## src/rtl/cache_slot_seq_pkg.sv

```systemverilog
package cache_slot_seq_pkg;
  localparam int unsigned NCORE = 4;
  localparam int unsigned NWAY  = 4;
  localparam int unsigned CW    = $clog2(NCORE);

  typedef enum logic [1:0] {
    MODE_ALL       = 2'd0,
    MODE_PAIR      = 2'd1,
    MODE_SOLO      = 2'd2,
    MODE_SOLO_FAST = 2'd3
  } seq_mode_e;

  typedef struct packed {
    logic          vld;
    logic [CW-1:0] core;
  } seq_tag_t;
endpackage

```

## src/rtl/cache_slot_seq_ctr.sv

```systemverilog
module cache_slot_seq_ctr #(
  parameter int unsigned NSLOT = 4,
  localparam int unsigned SW = $clog2(NSLOT)
) (
  input  logic          clk_i,
  input  logic          rst_ni,
  input  logic          phase_i,
  output logic [SW-1:0] slot_o,
  output logic          wrap_o
);
  logic [SW-1:0] slot_q;

  // next slot is 0: either natural wrap or phase realign
  assign wrap_o = phase_i | (slot_q == SW'(NSLOT - 1));
  assign slot_o = slot_q;

  always_ff @(posedge clk_i or negedge rst_ni) begin
    if (!rst_ni)      slot_q <= '0;
    else if (wrap_o)  slot_q <= '0;
    else              slot_q <= slot_q + SW'(1);
  end
endmodule

```

## src/rtl/cache_slot_seq_map.sv

```systemverilog
module cache_slot_seq_map
  import cache_slot_seq_pkg::*;
(
  input  seq_mode_e       mode_i,
  input  logic [CW-1:0]   slot_i,
  output logic [CW-1:0]   owner_o,
  output logic [NCORE-1:0] active_o,
  output logic [NWAY-1:0] way_o
);
  always_comb begin
    owner_o  = slot_i;
    active_o = '1;
    way_o    = '0;
    unique case (mode_i)
      MODE_ALL: begin
        owner_o  = slot_i;
        active_o = '1;
        way_o    = NWAY'(1) << slot_i;
      end
      MODE_PAIR: begin
        owner_o  = CW'(slot_i[0]);
        active_o = NCORE'(2'b11);
        way_o    = slot_i[0] ? NWAY'(4'b1010) : NWAY'(4'b0101);
      end
      default: begin
        owner_o  = '0;
        active_o = NCORE'(1);
        way_o    = '1;
      end
    endcase
  end
endmodule

```

## src/rtl/cache_slot_seq_mode.sv

```systemverilog
module cache_slot_seq_mode
  import cache_slot_seq_pkg::*;
(
  input  logic      clk_i,
  input  logic      rst_ni,
  input  seq_mode_e mode_req_i,
  input  logic      wrap_i,
  input  logic      drained_i,
  output seq_mode_e mode_o,
  output logic      pend_o
);
  seq_mode_e mode_q;

  assign mode_o = mode_q;
  assign pend_o = (mode_req_i != mode_q);

  always_ff @(posedge clk_i or negedge rst_ni) begin
    if (!rst_ni)                          mode_q <= MODE_ALL;
    else if (pend_o && wrap_i && drained_i) mode_q <= mode_req_i;
  end
endmodule

```

## src/rtl/cache_slot_seq_trk.sv

```systemverilog
module cache_slot_seq_trk
  import cache_slot_seq_pkg::*;
#(
  parameter int unsigned RESP_LAT = 3
) (
  input  logic          clk_i,
  input  logic          rst_ni,
  input  logic          issue_i,
  input  logic [CW-1:0] core_i,
  output seq_tag_t      tail_o,
  output logic          drained_o
);
  seq_tag_t stg_q [RESP_LAT];
  logic [RESP_LAT-1:0] vld;

  for (genvar g = 0; g < RESP_LAT; g++) begin : g_stg
    if (g == 0) begin : g_head
      always_ff @(posedge clk_i or negedge rst_ni) begin
        if (!rst_ni) stg_q[g] <= '0;
        else         stg_q[g] <= '{vld: issue_i, core: core_i};
      end
    end else begin : g_body
      always_ff @(posedge clk_i or negedge rst_ni) begin
        if (!rst_ni) stg_q[g] <= '0;
        else         stg_q[g] <= stg_q[g-1];
      end
    end
    assign vld[g] = stg_q[g].vld;
  end

  assign tail_o    = stg_q[RESP_LAT-1];
  assign drained_o = ~|vld;
endmodule

```

## src/rtl/cache_slot_seq.sv

```systemverilog
module cache_slot_seq
  import cache_slot_seq_pkg::*;
#(
  parameter int unsigned AW       = 16,
  parameter int unsigned DW       = 32,
  parameter int unsigned RESP_LAT = 3
) (
  input  logic             clk_i,
  input  logic             rst_ni,
  input  logic             phase_i,
  input  logic [1:0]       mode_i,
  input  logic [3:0]       core_req_i,
  input  logic [3:0]       core_we_i,
  input  logic [4*AW-1:0]  core_addr_i,
  input  logic [4*DW-1:0]  core_wdata_i,
  output logic [3:0]       core_gnt_o,
  output logic [3:0]       core_rvalid_o,
  output logic [DW-1:0]    core_rdata_o,
  output logic             cache_req_o,
  output logic             cache_we_o,
  output logic [AW-1:0]    cache_addr_o,
  output logic [DW-1:0]    cache_wdata_o,
  output logic [3:0]       cache_way_en_o,
  output logic [1:0]       cache_core_o,
  input  logic             cache_rvalid_i,
  input  logic [DW-1:0]    cache_rdata_i,
  output logic [1:0]       slot_o,
  output logic [1:0]       mode_o
);
  logic [CW-1:0]    slot, owner;
  logic             wrap, pend, drained, issue;
  logic [NCORE-1:0] active;
  logic [NWAY-1:0]  way;
  seq_mode_e        mode_cur;
  seq_tag_t         tail;
  logic [AW-1:0]    addr_arr  [NCORE];
  logic [DW-1:0]    wdata_arr [NCORE];

  for (genvar g = 0; g < NCORE; g++) begin : g_unpack
    assign addr_arr[g]  = core_addr_i[g*AW +: AW];
    assign wdata_arr[g] = core_wdata_i[g*DW +: DW];
  end

  cache_slot_seq_ctr #(.NSLOT(NCORE)) u_ctr (
    .clk_i  (clk_i),
    .rst_ni (rst_ni),
    .phase_i(phase_i),
    .slot_o (slot),
    .wrap_o (wrap)
  );

  cache_slot_seq_mode u_mode (
    .clk_i     (clk_i),
    .rst_ni    (rst_ni),
    .mode_req_i(seq_mode_e'(mode_i)),
    .wrap_i    (wrap),
    .drained_i (drained),
    .mode_o    (mode_cur),
    .pend_o    (pend)
  );

  cache_slot_seq_map u_map (
    .mode_i  (mode_cur),
    .slot_i  (slot),
    .owner_o (owner),
    .active_o(active),
    .way_o   (way)
  );

  // pending mode change freezes issue so the tracker can drain
  assign issue = core_req_i[owner] & active[owner] & ~pend;

  cache_slot_seq_trk #(.RESP_LAT(RESP_LAT)) u_trk (
    .clk_i    (clk_i),
    .rst_ni   (rst_ni),
    .issue_i  (issue),
    .core_i   (owner),
    .tail_o   (tail),
    .drained_o(drained)
  );

  assign cache_req_o    = issue;
  assign cache_we_o     = issue & core_we_i[owner];
  assign cache_addr_o   = addr_arr[owner];
  assign cache_wdata_o  = wdata_arr[owner];
  assign cache_core_o   = owner;
  assign cache_way_en_o = issue ? way : '0;
  assign core_gnt_o     = issue ? (NCORE'(1) << owner) : '0;

  assign core_rvalid_o  = (cache_rvalid_i & tail.vld) ? (NCORE'(1) << tail.core) : '0;
  assign core_rdata_o   = cache_rdata_i;

  assign slot_o = slot;
  assign mode_o = mode_cur;
endmodule

```

## config.mk

```make
export PLATFORM = sky130hd
export DESIGN_NAME = cache_slot_seq
export DESIGN_NICKNAME = d
export VERILOG_FILES = /design/src/rtl/cache_slot_seq_pkg.sv /design/src/rtl/cache_slot_seq_ctr.sv /design/src/rtl/cache_slot_seq_map.sv /design/src/rtl/cache_slot_seq_mode.sv /design/src/rtl/cache_slot_seq_trk.sv /design/src/rtl/cache_slot_seq.sv
export SDC_FILE = /design/constraint.sdc
export NUM_CORES = 1
export LEC_CHECK = 0
export BUFFER_PORTS_ARGS = -buffer_cell sky130_fd_sc_hd__buf_2
export CELL_PAD_IN_SITES_DETAIL_PLACEMENT = 2
export CELL_PAD_IN_SITES_GLOBAL_PLACEMENT = 2
export CORE_AREA = 2 2 131 133
export DETAILED_ROUTE_END_ITERATION = 8
export DIE_AREA = 0 0 133 135
export GPL_TIMING_DRIVEN = 0
export PLACE_DENSITY = 0.9
export SYNTH_ARGS = -nofsm -noshare
export SYNTH_HDL_FRONTEND = slang
export SYNTH_HIERARCHICAL = 1
export SYNTH_SLANG_ARGS = --single-unit
export TNS_END_PERCENT = 10
```

## constraint.sdc

```tcl
create_clock -name clk_i -period 3.9 [get_ports clk_i]
set_clock_uncertainty 0.05 [all_clocks]
set_input_delay 0.975 -clock clk_i [delete_from_list [all_inputs] [get_ports clk_i]]
set_output_delay 0.975 -clock clk_i [all_outputs]
set_load 0.01 [all_outputs]
```

### Yosys cells after proc, flatten, opt, wreduce, memory -nomap -nowiden

Index checks and enable logic that the tools add are counted.

| storage, ports and cells | value |
|---|---|
| register bits after elaboration | 13 |
| bits of input ports | 238 |
| output and inout port bits | 100 |

| cells by class | value |
|---|---|
| $add $sub $neg | 1 |
| $lt $le $gt $ge | 2 |
| eq/ne operators | 3 |
| shift-type cells | 3 |
| multiplexer cells | 20 |
| bitwise operators | 7 |
| reductions and logical operators | 5 |

Operators by type and width:

| cell | count |
|---|---|
| 32-bit binary-select mux with 2-bit select | 1 |
| 32-bit two-way mux | 2 |
| 16-bit binary-select mux with 2-bit select | 1 |
| 16-bit two-way mux | 2 |
| 4-bit two-way mux | 4 |
| 4-bit one-hot mux with 2 select lines | 2 |
| 1-bit by 2-bit left shift with 4-bit output (first input constant) | 3 |
| 1-bit binary-select mux with 2-bit select | 3 |
| 1-bit AND | 4 |
| 2-bit one-hot mux with 2 select lines | 1 |
| 3-bit greater-or-equal comparator (second input constant) | 1 |
| 2-bit by 3-bit less-than comparator with 1-bit output (second input constant) | 1 |
| 1-bit two-way mux | 3 |
| 2-bit NOT with 3-bit output | 1 |
| 3-bit OR reduction | 1 |
| 2-bit by 1-bit adder with 2-bit output (second input constant) | 1 |
| 2-bit by 1-bit == test with 1-bit output (second input constant) | 1 |
| 2-bit == test (second input constant) | 1 |
| 1-bit logical AND | 2 |
| 2-bit zero test | 1 |
| 2-bit two-way mux | 1 |
| 2-bit != test | 1 |
| 1-bit zero test | 1 |
| 1-bit NOT | 1 |
| 1-bit OR | 1 |

### Depth between registers and ports, before layout

| depth | value |
|---|---|
| word-level depth | 7 |
| gate-level depth with buffers | 6 |

### Modules after synthesis

The synthesis kept the hierarchy.

Modules (own cells, without submodules):

| module | instances | cells an instance | area an instance (sq um) | sequential area each (sq um) |
|---|---|---|---|---|
| cache_slot_seq | 1 | 122 | 1,656.6 | 0.0 |
| cache_slot_seq_trk | 1 | 13 | 257.7 | 225.2 |
| cache_slot_seq_mode | 1 | 8 | 97.6 | 50.0 |
| cache_slot_seq_map | 1 | 14 | 90.1 | 0.0 |
| cache_slot_seq_ctr | 1 | 6 | 81.3 | 50.0 |

### Worst setup path before layout

Ideal clock, no wire load.

| timing | value |
|---|---|
| kind | in2out |
| start | in mode_i[0] |
| end | out cache_we_o |
| arrival | 1.895 ns |
| data required time | 2.875 ns |
| path slack | 0.980 ns |
| stages on the path | 5 |
| path buffers | 1 |
| cell sequence | xnor2_1 -> nand2_1 -> clkbuf_1 -> or3_1 -> o32ai_2 |

| between the ends | value |
|---|---|
| cells in the longest elaborated chain, start to end | 4 |

Ends and longest elaborated chain:

| element | RTL line | source |
|---|---|---|
| start: declaration | cache_slot_seq.sv:11 | `input logic [1:0] mode_i,` |
| 2-bit != test | cache_slot_seq_mode.sv:15 | `assign pend_o = (mode_req_i != mode_q);` |
| named net pend | cache_slot_seq.sv:31 | `logic wrap, pend, drained, issue;` |
| 1-bit NOT | cache_slot_seq.sv:71 | `assign issue = core_req_i[owner] & active[owner] & ~pend;` |
| 1-bit AND | cache_slot_seq.sv:71 |  |
| 1-bit AND | cache_slot_seq.sv:83 | `assign cache_we_o = issue & core_we_i[owner];` |
| end: declaration | cache_slot_seq.sv:20 | `output logic cache_we_o,` |

The timed path passes the listed nets, and every way through them passes these cells.

### Worst setup path after layout

| timing | value |
|---|---|
| start | in mode_i[1] |
| end | out cache_we_o |

Same word-level chain as after synthesis.

==> metrics.md <==
| Metric | Value |
|---|---|
| Status | completed |
| Tmin final | 3.33 ns |
| Most numerous cell in the Yosys netlist | mux4_2 |
| Synth Net Count | 402 |
| Final WS setup | 0.573 ns |
| Ports | 338 |
| Initial core utilization | 13.3% |
| Critical Path, Cell by Cell | buf_2, xnor2_1, nand2_1, clkbuf_1, or3_1, o32ai_2, buf_2 |
| GRT Overall Usage | 13.6% |
| Most common cell on crit path | buf_2 |
| Setup Buffers After CTS | 0 |
| I/O Buffers | 305 |
| WP buf/inv | 3 |
| Starting DRC count in detailed routing | 30 |
| WHS Endpoint | u_trk/stg_q[4] |
| Routed vias/inst | 4.04 |
| Hold Vio Cnt, Final | 0 |
| CTS tree | built |
| WL final | 13000 um |
| H-tree depth | 1 |
| Synth top area share | 50.5% |
| Final setup violation count | 0 |
| Max Freq | 0.301 GHz |
| Worst setup path class | primary input to output port |
| Num rows | 47 |
| Residual DRC | 0 |
| First-pass detailed-route iteration total | 5 |
| Syn avg cell area | 13.4 um^2 |
| Crit path required time | 2.87 ns |
| Final HPWL from detailed placement | 12100 um |
| FF/Latch Area | 325 um^2 |
| Design Power | 1.10 mW |
| CTS Buf Count | 3 |
| DR WL/cell | 18.7 um |
| Cells on worst reg2reg path | 4 |
| Max-cap viol count | 0 |
| Area Overhead vs Synth | 86.2% |
| Synth Register Bits | 13 |
| Worst path top cell family by delay | buffers and inverters |
| CP max stage delay | 0.43 ns |
| Die Wd | 133 um |
| Reg2Reg Setup Slack | 1.98 ns |
| Top FF cell, synth | dfrtp_1 |
| Core outline area | 16400 um^2 |
| Hold Path Origin | u_trk/stg_q[7] |
| Area contributors post-synth | mux4_2 (51%), dfrtp_1 (15%), buf_4 (14%) |
| Final Cell Area | 4070 um^2 |
| Layout cell share with drive strength beyond 1 | 89.4% |
| Cells after Synth | 163 |
| EDFF count, synth | 0 |
| Clk sink count | 13 |
| Slew HR | 65.4% |
| RR Startpoint | u_mode/mode_o[0] |
| Max Transition Viols Final | 0 |
| Multi-input gate area | 1460 um^2 |
| Largest net degree at the start of global routing | 14 |
| Placer Congestion | 0.753 |
| Die height | 135 um |
| Worst hold slack | 0.299 ns |
| Worst-margin pin slew | 0.519 ns |
| Skew-Pair Late Insertion Delay | 0.24 ns |
| Worst Path Max Fanout | 9 |
| Synth Warn # | 6 |
| RSZ-0062 raised after global routing | false |
| Synthesized area | 2180 um^2 |
| FF-to-FF End | u_trk/stg_q[8] |
| Crit path capture type | output port |
| CP max-delay cell | or3_1 |
| Clock Pin Slew Worst Setup and Hold Paths | 0.05 ns |
| Clk root buf | clkbuf_16 |
| Post-synth ARST share | 100% |
| Antenna-violating nets left | 0 |
| Pwr Density | 270 nW/um^2 |
| Worst slack at placement | 0.569 ns |
| Fill count | 1916 |
| VDD IR-drop max | 0.128 mV |
| Worst setup SP type | primary input |
| CTS Hold Bufs | 0 |
| Synth cell count leaders | mux4_2 (49), buf_4 (42), dfrtp_1 (13) |
| Final period util | 85.3% |
| Antenna violations before repair | 2 |
| Vias | 2797 |
| Post-DP Area | 3990 um^2 |
| Hold-critical path depth | 0 |
| PostCTS Resize Cnt | 0 |
| Post-synthesis cell type count | 31 |
| Setup_tns | 0 ns |
| First-pass GRT wire length | 18400 um |
| Sequential fraction of the synthesis area | 14.9% |
| Leak | 2.06 nW |
| Largest area contributor in the netlist | mux4_2 |
| Vias in the first global route | 3222 |
| Die area | 18000 um^2 |
| Nets@finish | 712 |
| CTS max path bufs | 2 |
| GR Overflow Total | 0 |
| Hold crit path type | register to register |
| Critical Path AT | 2.30 ns |
[routing by layer]
layer	wire length, um	GRT usage, %	part of all wire (%)	vias up
met5	0	0	0	-
met4	157	2.33	1.2	0
met3	1090	3.30	8.4	8
met2	7360	27.5	57	195
met1	4360	14.1	34	1358
li1	-	-	-	1236
[flip-flops by register name, summed over array words and instances (netlist names)]
name,cells
u_trk/stg_q,6
u_trk/tail_o,3
u_ctr/slot_o,2
u_mode/mode_o,2
[logic make-up (layout without fill, tap and decap cells)]
| logic type | after synthesis | count (layout) | synth area share, % |
|---|---|---|---|
| compound gates | 6 | 6 | 2.69 |
| mux | 54 | 54 | 53.2 |
| fa+ha+maj | 1 | 1 | 0.573 |
| buf+inv | 53 | 362 | 18.5 |
| simple gates | 33 | 33 | 9.23 |
| flops | 13 | 13 | 14.9 |
| xor+xnor | 2 | 2 | 0.802 |
| other cells | 1 | 2 | 0.172 |
[metrics by stage]
stage / utilization (%) / std cells
6_report: 24.8 / 693
5_1_grt: 24.8 / 693
4_1_cts: 24.8 / 692
3_5_place_dp: 24.3 / 688
3_3_place_gp: 24.3 / 688
2_1_floorplan: - / 163
[layout by cell type, fill, tap and decap left out]
master,synthesis,routed
xnor2_1,2,2
nor4_1,1,1
clkbuf_16,0,3
buf_2,1,306
or2_1,1,1
inv_2,1,1
buf_4,42,42
nor2_2,1,1
nor3b_1,2,2
nand2_1,7,7
o21a_1,1,1
conb_1,1,1
and2_1,1,1
clkbuf_1,1,2
nor2_1,5,5
diode_2,0,1
o32ai_2,1,1
ha_1,1,1
nor3_1,5,5
nor3_2,1,1
mux4_2,49,49
buf_6,6,6
o21ai_2,4,4
inv_1,2,2
mux2i_1,2,2
mux2_2,2,2
nand2b_1,1,1
nor2b_2,1,1
or3_1,1,1
nor3b_2,4,4
mux2_4,1,1
dfrtp_1,13,13
nand3_1,2,2
[power breakdown]
| group | switching (mW) | internal (mW) |
|---|---|---|
| Clock | 0.0540 | 0.138 |
| Combinational | 0.328 | 0.399 |
| Sequential | 0.0246 | 0.156 |
| Total | 0.407 | 0.693 |
[worst reg2reg max path, delay by kind of cell (launching register included)]
kind	cells	cell delay (ns)
mux	1	0.64
simple gates	3	0.69
flops	1	0.46
[layout make-up]
| class | count | area share [%] |
|---|---|---|
| antenna | 1 | 0.0615 |
| inverter | 3 | 0.277 |
| tap | 220 | 6.77 |
| multi-input combinational | 97 | 35.8 |
| clock buffer | 4 | 1.94 |
| sequential | 13 | 8.00 |
| timing repair buffer | 305 | 37.5 |
| buffer | 50 | 9.63 |
[worst max path at each step]
stage	from	endpoint	slack, ns	cells past startpoint
after floorplan	mode_i[0]	cache_we_o	0.98	5
after global placement	mode_i[0]	cache_we_o	0.63	7
after detailed placement	mode_i[1]	cache_we_o	0.57	7
after CTS	u_mode/mode_o[0]	cache_wdata_o[27]	0.55	6
after global routing	u_mode/mode_o[0]	cache_wdata_o[24]	0.44	6
final	mode_i[1]	cache_we_o	0.57	7
No activity file was read; power rests on OpenSTA's default activity.
